==> src/rtl/pec_pkg.sv <==
package pec_pkg;
  typedef struct packed {
    logic [3:0] crn;
    logic [2:0] op1;
    logic [3:0] crm;
    logic [2:0] op2;
  } sel_t;

  typedef enum logic {
    MODE_USER = 1'b0,
    MODE_PRIV = 1'b1
  } mode_e;
endpackage

==> src/rtl/pec_decode.sv <==
module pec_decode
  import pec_pkg::*;
#(
  parameter logic [3:0] MATCH_CRN = 4'd15,
  parameter logic [2:0] MATCH_OP1 = 3'd0,
  parameter logic [3:0] MATCH_CRM = 4'd12,
  parameter logic [2:0] MATCH_OP2 = 3'd3
) (
  input  logic req_valid,
  input  sel_t sel,
  output logic hit
);
  localparam sel_t MATCH = '{crn: MATCH_CRN, op1: MATCH_OP1,
                             crm: MATCH_CRM, op2: MATCH_OP2};

  always_comb begin
    hit = req_valid && (sel == MATCH);
  end
endmodule

==> src/rtl/pec_access_check.sv <==
module pec_access_check
  import pec_pkg::*;
(
  input  logic  hit,
  input  logic  is_write,
  input  mode_e mode,
  input  logic  user_en,
  output logic  grant_rd,
  output logic  grant_wr,
  output logic  deny
);
  logic allowed;

  always_comb begin
    allowed  = (mode == MODE_PRIV) || user_en;
    grant_rd = hit && allowed && !is_write;
    grant_wr = hit && allowed && is_write;
    deny     = hit && !allowed;
  end
endmodule

==> src/rtl/pec_count_core.sv <==
module pec_count_core #(
  parameter int CNT_W = 32
) (
  input  logic             clk,
  input  logic             rst_n,
  input  logic             clr,
  input  logic             wr_en,
  input  logic [CNT_W-1:0] wr_data,
  input  logic             evt,
  output logic [CNT_W-1:0] cnt
);
  localparam logic [CNT_W-1:0] ONE = {{(CNT_W-1){1'b0}}, 1'b1};

  logic [CNT_W-1:0] cnt_q, cnt_d;
  logic             cnt_ce;

  always_comb begin
    cnt_ce = clr || wr_en || evt;
    if (clr)        cnt_d = '0;
    else if (wr_en) cnt_d = wr_data;
    else            cnt_d = cnt_q + ONE;
  end

  always_ff @(posedge clk or negedge rst_n) begin
    if (!rst_n)      cnt_q <= '0;
    else if (cnt_ce) cnt_q <= cnt_d;
  end

  assign cnt = cnt_q;


  clear_zero_chk: assert property (@(posedge clk) disable iff (!rst_n)
    clr |=> (cnt == '0));

  write_beats_event_chk: assert property (@(posedge clk) disable iff (!rst_n)
    (wr_en && !clr) |=> (cnt == $past(wr_data)));

  event_step_chk: assert property (@(posedge clk) disable iff (!rst_n)
    (evt && !wr_en && !clr) |=> (cnt == $past(cnt) + ONE));

  idle_hold_chk: assert property (@(posedge clk) disable iff (!rst_n)
    (!evt && !wr_en && !clr) |=> $stable(cnt));
endmodule

==> src/rtl/priv_event_counter.sv <==
module priv_event_counter
  import pec_pkg::*;
#(
  parameter int CNT_W = 32
) (
  input  logic             clk,
  input  logic             rst_n,
  input  logic             req_valid,
  input  logic             req_write,
  input  logic [3:0]       req_crn,
  input  logic [2:0]       req_op1,
  input  logic [3:0]       req_crm,
  input  logic [2:0]       req_op2,
  input  logic [CNT_W-1:0] req_wdata,
  input  logic             req_priv,
  input  logic             user_en,
  input  logic             evt_in,
  input  logic             clr_in,
  output logic             rsp_valid,
  output logic [CNT_W-1:0] rsp_rdata,
  output logic             rsp_undef
);
  // reset: asserted asynchronously, released on the clock
  logic [1:0] rst_sync_q;
  logic       rst_int_n;

  always_ff @(posedge clk or negedge rst_n) begin
    if (!rst_n) rst_sync_q <= 2'b00;
    else        rst_sync_q <= {rst_sync_q[0], 1'b1};
  end
  assign rst_int_n = rst_sync_q[1];

  sel_t  sel;
  mode_e mode;
  logic  hit, grant_rd, grant_wr, deny;
  logic [CNT_W-1:0] cnt;

  assign sel  = '{crn: req_crn, op1: req_op1, crm: req_crm, op2: req_op2};
  assign mode = req_priv ? MODE_PRIV : MODE_USER;

  pec_decode u_decode (
    .req_valid (req_valid),
    .sel       (sel),
    .hit       (hit)
  );

  pec_access_check u_access (
    .hit      (hit),
    .is_write (req_write),
    .mode     (mode),
    .user_en  (user_en),
    .grant_rd (grant_rd),
    .grant_wr (grant_wr),
    .deny     (deny)
  );

  pec_count_core #(.CNT_W(CNT_W)) u_core (
    .clk     (clk),
    .rst_n   (rst_int_n),
    .clr     (clr_in),
    .wr_en   (grant_wr),
    .wr_data (req_wdata),
    .evt     (evt_in),
    .cnt     (cnt)
  );

  // response stage
  logic             valid_d, undef_d;
  logic [CNT_W-1:0] rdata_d;

  always_comb begin
    valid_d = hit;
    undef_d = deny;
    rdata_d = grant_rd ? cnt : '0;
  end

  always_ff @(posedge clk or negedge rst_int_n) begin
    if (!rst_int_n) begin
      rsp_valid <= 1'b0;
      rsp_undef <= 1'b0;
      rsp_rdata <= '0;
    end else begin
      rsp_valid <= valid_d;
      rsp_undef <= undef_d;
      rsp_rdata <= rdata_d;
    end
  end


  rsp_follows_req_chk: assert property (@(posedge clk) disable iff (!rst_int_n)
    rsp_valid |-> $past(req_valid));

  refused_zero_data_chk: assert property (@(posedge clk) disable iff (!rst_int_n)
    rsp_undef |-> (rsp_valid && rsp_rdata == '0));

  undef_only_user_chk: assert property (@(posedge clk) disable iff (!rst_int_n)
    rsp_undef |-> ($past(!req_priv) && $past(!user_en)));

  refused_write_hold_chk: assert property (@(posedge clk) disable iff (!rst_int_n)
    (deny && req_write && !evt_in && !clr_in) |=> $stable(cnt));
endmodule

==> config.mk <==
export PLATFORM = sky130hd
export DESIGN_NAME = priv_event_counter
export DESIGN_NICKNAME = d
export VERILOG_FILES = /design/src/rtl/pec_pkg.sv /design/src/rtl/pec_decode.sv /design/src/rtl/pec_access_check.sv /design/src/rtl/pec_count_core.sv /design/src/rtl/priv_event_counter.sv
export SDC_FILE = /design/constraint.sdc
export NUM_CORES = 1
export LEC_CHECK = 0
export BUFFER_PORTS_ARGS = -buffer_cell sky130_fd_sc_hd__buf_4
export CAP_MARGIN = 10
export CORE_UTILIZATION = 50
export DETAILED_ROUTE_END_ITERATION = 12
export PLACE_DENSITY = 0.79
export SLEW_MARGIN = 0
export SYNTH_ARGS = -nofsm -noshare
export SYNTH_HDL_FRONTEND = slang
export SYNTH_SLANG_ARGS = --single-unit
==> constraint.sdc <==
create_clock -name clk -period 3.4 [get_ports clk]
set_input_delay 0.68 -clock clk [delete_from_list [all_inputs] [get_ports clk]]
set_output_delay 0.68 -clock clk [all_outputs]
set_load 0.02 [all_outputs]
==> flow_summary.yaml <==
synthesis:
  avgSynthCellArea_um2: 11.02
  ys.flop_type: "dfrtp_1"
  yosysMostFrequentCell: "dfrtp_1"
  synth_cell_types: 28
  synth.area.top_cells: "dfrtp_1, a211oi_1, and2_1, xnor2_1, nor2_1"
  synth_seq_cells: 68
  synthArstFlopShare: 1.000
  synth_common_cells: "dfrtp_1, nor2_1, and2_1"
  synth_area_um2: 3152
  yosys_warnings: 0
  synth.net_count: 341
  yosysTopAreaCell: "dfrtp_1"
  syn_inst: 286
  synth-seq-area-share: 0.5399
  synth_top_area_frac: 0.5399
  synth_edf_count: 0
layout:
  drive_above_1_share: 0.3193
  area_growth_pct: 29.06
  diodes: 0
  nets: 429
  nFillCells: 474
power:
  p_int_mw: 1.195
  powerDensity_nw_per_um2: 375.2
  seqPwrFrac: 0.536
  comb_power_share: 0.055
  clockPowerShare: 0.409
  vdd_drop_max_mv: 0.3315
  power.switching_uw: 331.0
  p_leak_nw: 1.864
  p_sw_frac: 0.2169
route:
  wl_per_cell_um: 15.03
  drt_iter0_drc: 99
  firstDrtPassIters: 4
  num_vias: 2441
  drc_errors: 0
  vias_per_cell: 5.377
  ant_nets: 0
  wl_um: 6822
worst_setup_path:
  r2r-start: "u_core.cnt[0]"
  timing.rr.end: "u_core.cnt[22]"
  rr_worst_depth: 6
  crit_chain: "buf_4 > nand4bb_1 > nor4_4 > o211ai_4 > buf_4 > nor2_1 > a211oi_1"
  startpoint_type: "input port"
  crit_cells: 7
  crit_type: "in2reg"
  startpoint: "req_op1[0]"
  critical_path_buf_inv_count: 2
  endpoint_kind: "flip-flop"
  cp_top_family: "simple AND/OR/NAND/NOR gates"
  crit_slowest_cell: "nor4_4"
  critical_path_required_ns: 3.60
  r2r_slack_ns: 1.45
  critPathArrivalTime_ns: 2.32
  critPathMaxStageDelay_ns: 0.41
  path_max_fanout: 41
  critPathCapture: "u_core.cnt[9]"
  crit_top_cell: "buf_4"
global_routing:
  grt_overflow: 0
  grt_max_degree: 53
  grt_first_pass_wirelength_um: 10730
  grt_pass1_vias: 2325
  grt_use_total: 0.2211
  antenna_found_initial: 0
timing:
  hold_violations: 0
  slew-limit-headroom: 0.5553
  period_share: 0.6255
  finalSetupViolations: 0
  setup_slack_ns: 1.273
  skew_ns: 0.005113
  max_freq_mhz: 470.3
  rsz0062_at_grt: "no"
  tightest_slew_ns: 0.6639
  slew_violations: 0
  tns_ns: 0
  period_minus_slack_ns: 2.127
floorplan:
  ios: 88
  die_x_um: 81.40
  rows: 28
  initial_utilization: 0.5261
  core-area_um2: 5991
  dieArea_um2: 6625
  dieHeight_um: 81.40
cts:
  cts_tree: "done"
  root_buffer: "clkbuf_8"
  numCtsBuffers: 9
  clk_path_buf_depth: 2
  clock_latency_ns: 0.33
  post_cts_buffers: 0
  clk_pin_slew_worst_paths_ns: 0.07
  htree_levels: 3
  clkSinkCount: 68
  cts_resized: 0
  ctsHoldBuffers: 0
flow_run:
  drv_cap: 0
placement:
  pre_cts_ws_ns: 0.8794
  port_buffers: 87
  place_hpwl_um: 4733
  routabilityCongestion: 0.8345
outcome:
  outcome: "completed"
worst_hold_path:
  hold_class: "in2async"
placed cells by master (no fill, tap or decap), drive strengths merged, types with 4 or more instances in the layout:
cell type  count
a211oi        32
and2          31
and3           4
and4           4
buf           91
clkbuf        11
dfrtp         68
nand2         11
nand3         10
nand4         11
nor2          40
nor3           4
nor4          12
xnor2         22
xor2           9
registers in the layout, indices dropped and copies added (netlist names):
signal,count
rsp_valid,1
rst_sync_q,2
rsp_undef,1
u_core.cnt,32
rsp_rdata,32
worst min path at each step:
stage | depth (start not counted) | slack [ns] | endpoint | startpoint
4_1_cts | 1 | 0.09 | rst_sync_q[1] | rst_n
2_1_floorplan | 0 | 0.33 | rst_sync_q[1] | rst_sync_q[0]
3_5_place_dp | 0 | 0.35 | rst_sync_q[1] | rst_sync_q[0]
3_3_place_gp | 0 | 0.34 | rst_sync_q[1] | rst_sync_q[0]
5_1_grt | 1 | 0.09 | rst_sync_q[0] | rst_n
6_report | 1 | 0.11 | rst_sync_q[0] | rst_n
power by group through the flow:
stage	clock network, mW	logic [mW]	registers [mW]
CTS	0.646	0.0732	0.828
finish	0.624	0.0837	0.819
global route	0.675	0.0921	0.819
global placement	0	0.0724	0.843
floorplan	0	0.0141	0.842
detailed placement	0	0.0729	0.844
logic make-up (layout without fill, tap and decap cells):
kind of cell / after synthesis / count (layout) / synth area share
XOR/XNOR: 31 / 31 / 0.08615
AND/OR/NAND/NOR: 134 / 134 / 0.2537
adder cells (fa/ha/maj): 1 / 1 / 0.003969
flip-flops: 68 / 68 / 0.5399
multiplexers: 1 / 1 / 0.003176
buffers and inverters: 16 / 109 / 0.02382
AO/OA/AOI/OAI: 34 / 34 / 0.08813
other: 1 / 1 / 0.001190
final cells by class:
| class | instances | area (um2) | area share |
|---|---|---|---|
| inverter | 2 | 7.507 | 0.001846 |
| tap | 75 | 93.84 | 0.02307 |
| sequential | 68 | 1703 | 0.4186 |
| clock buffer | 11 | 131.4 | 0.03230 |
| timing repair buffer | 91 | 695.7 | 0.1710 |
| multi-input combinational | 202 | 1384 | 0.3402 |
| clock inverter | 5 | 52.55 | 0.01292 |
routing by layer:
layer,vias to the layer above,global-route usage,part of all wire
met5,-,0,0
met4,0,0.1018,0.014
met3,9,0.04494,0.055
met2,75,0.3525,0.48
met1,1180,0.2883,0.45
li1,1177,-,-
per-stage QoR:
step / utilization / std cells / hold WS (ns) / area, um2 / power [mW]
after global placement: 0.6449 / 437 / 0.3398 / 3864 / 0.9154
after CTS: 0.6756 / 453 / 0.09086 / 4048 / 1.547
final: 0.6790 / 454 / 0.1089 / 4068 / 1.526
after floorplan: - / 286 / 0.3312 / 3152 / 0.8556
after detailed placement: 0.6449 / 437 / 0.3469 / 3864 / 0.9165
after global routing: 0.6790 / 454 / 0.08510 / 4068 / 1.586
No activity file was read; power rests on OpenSTA's default activity.
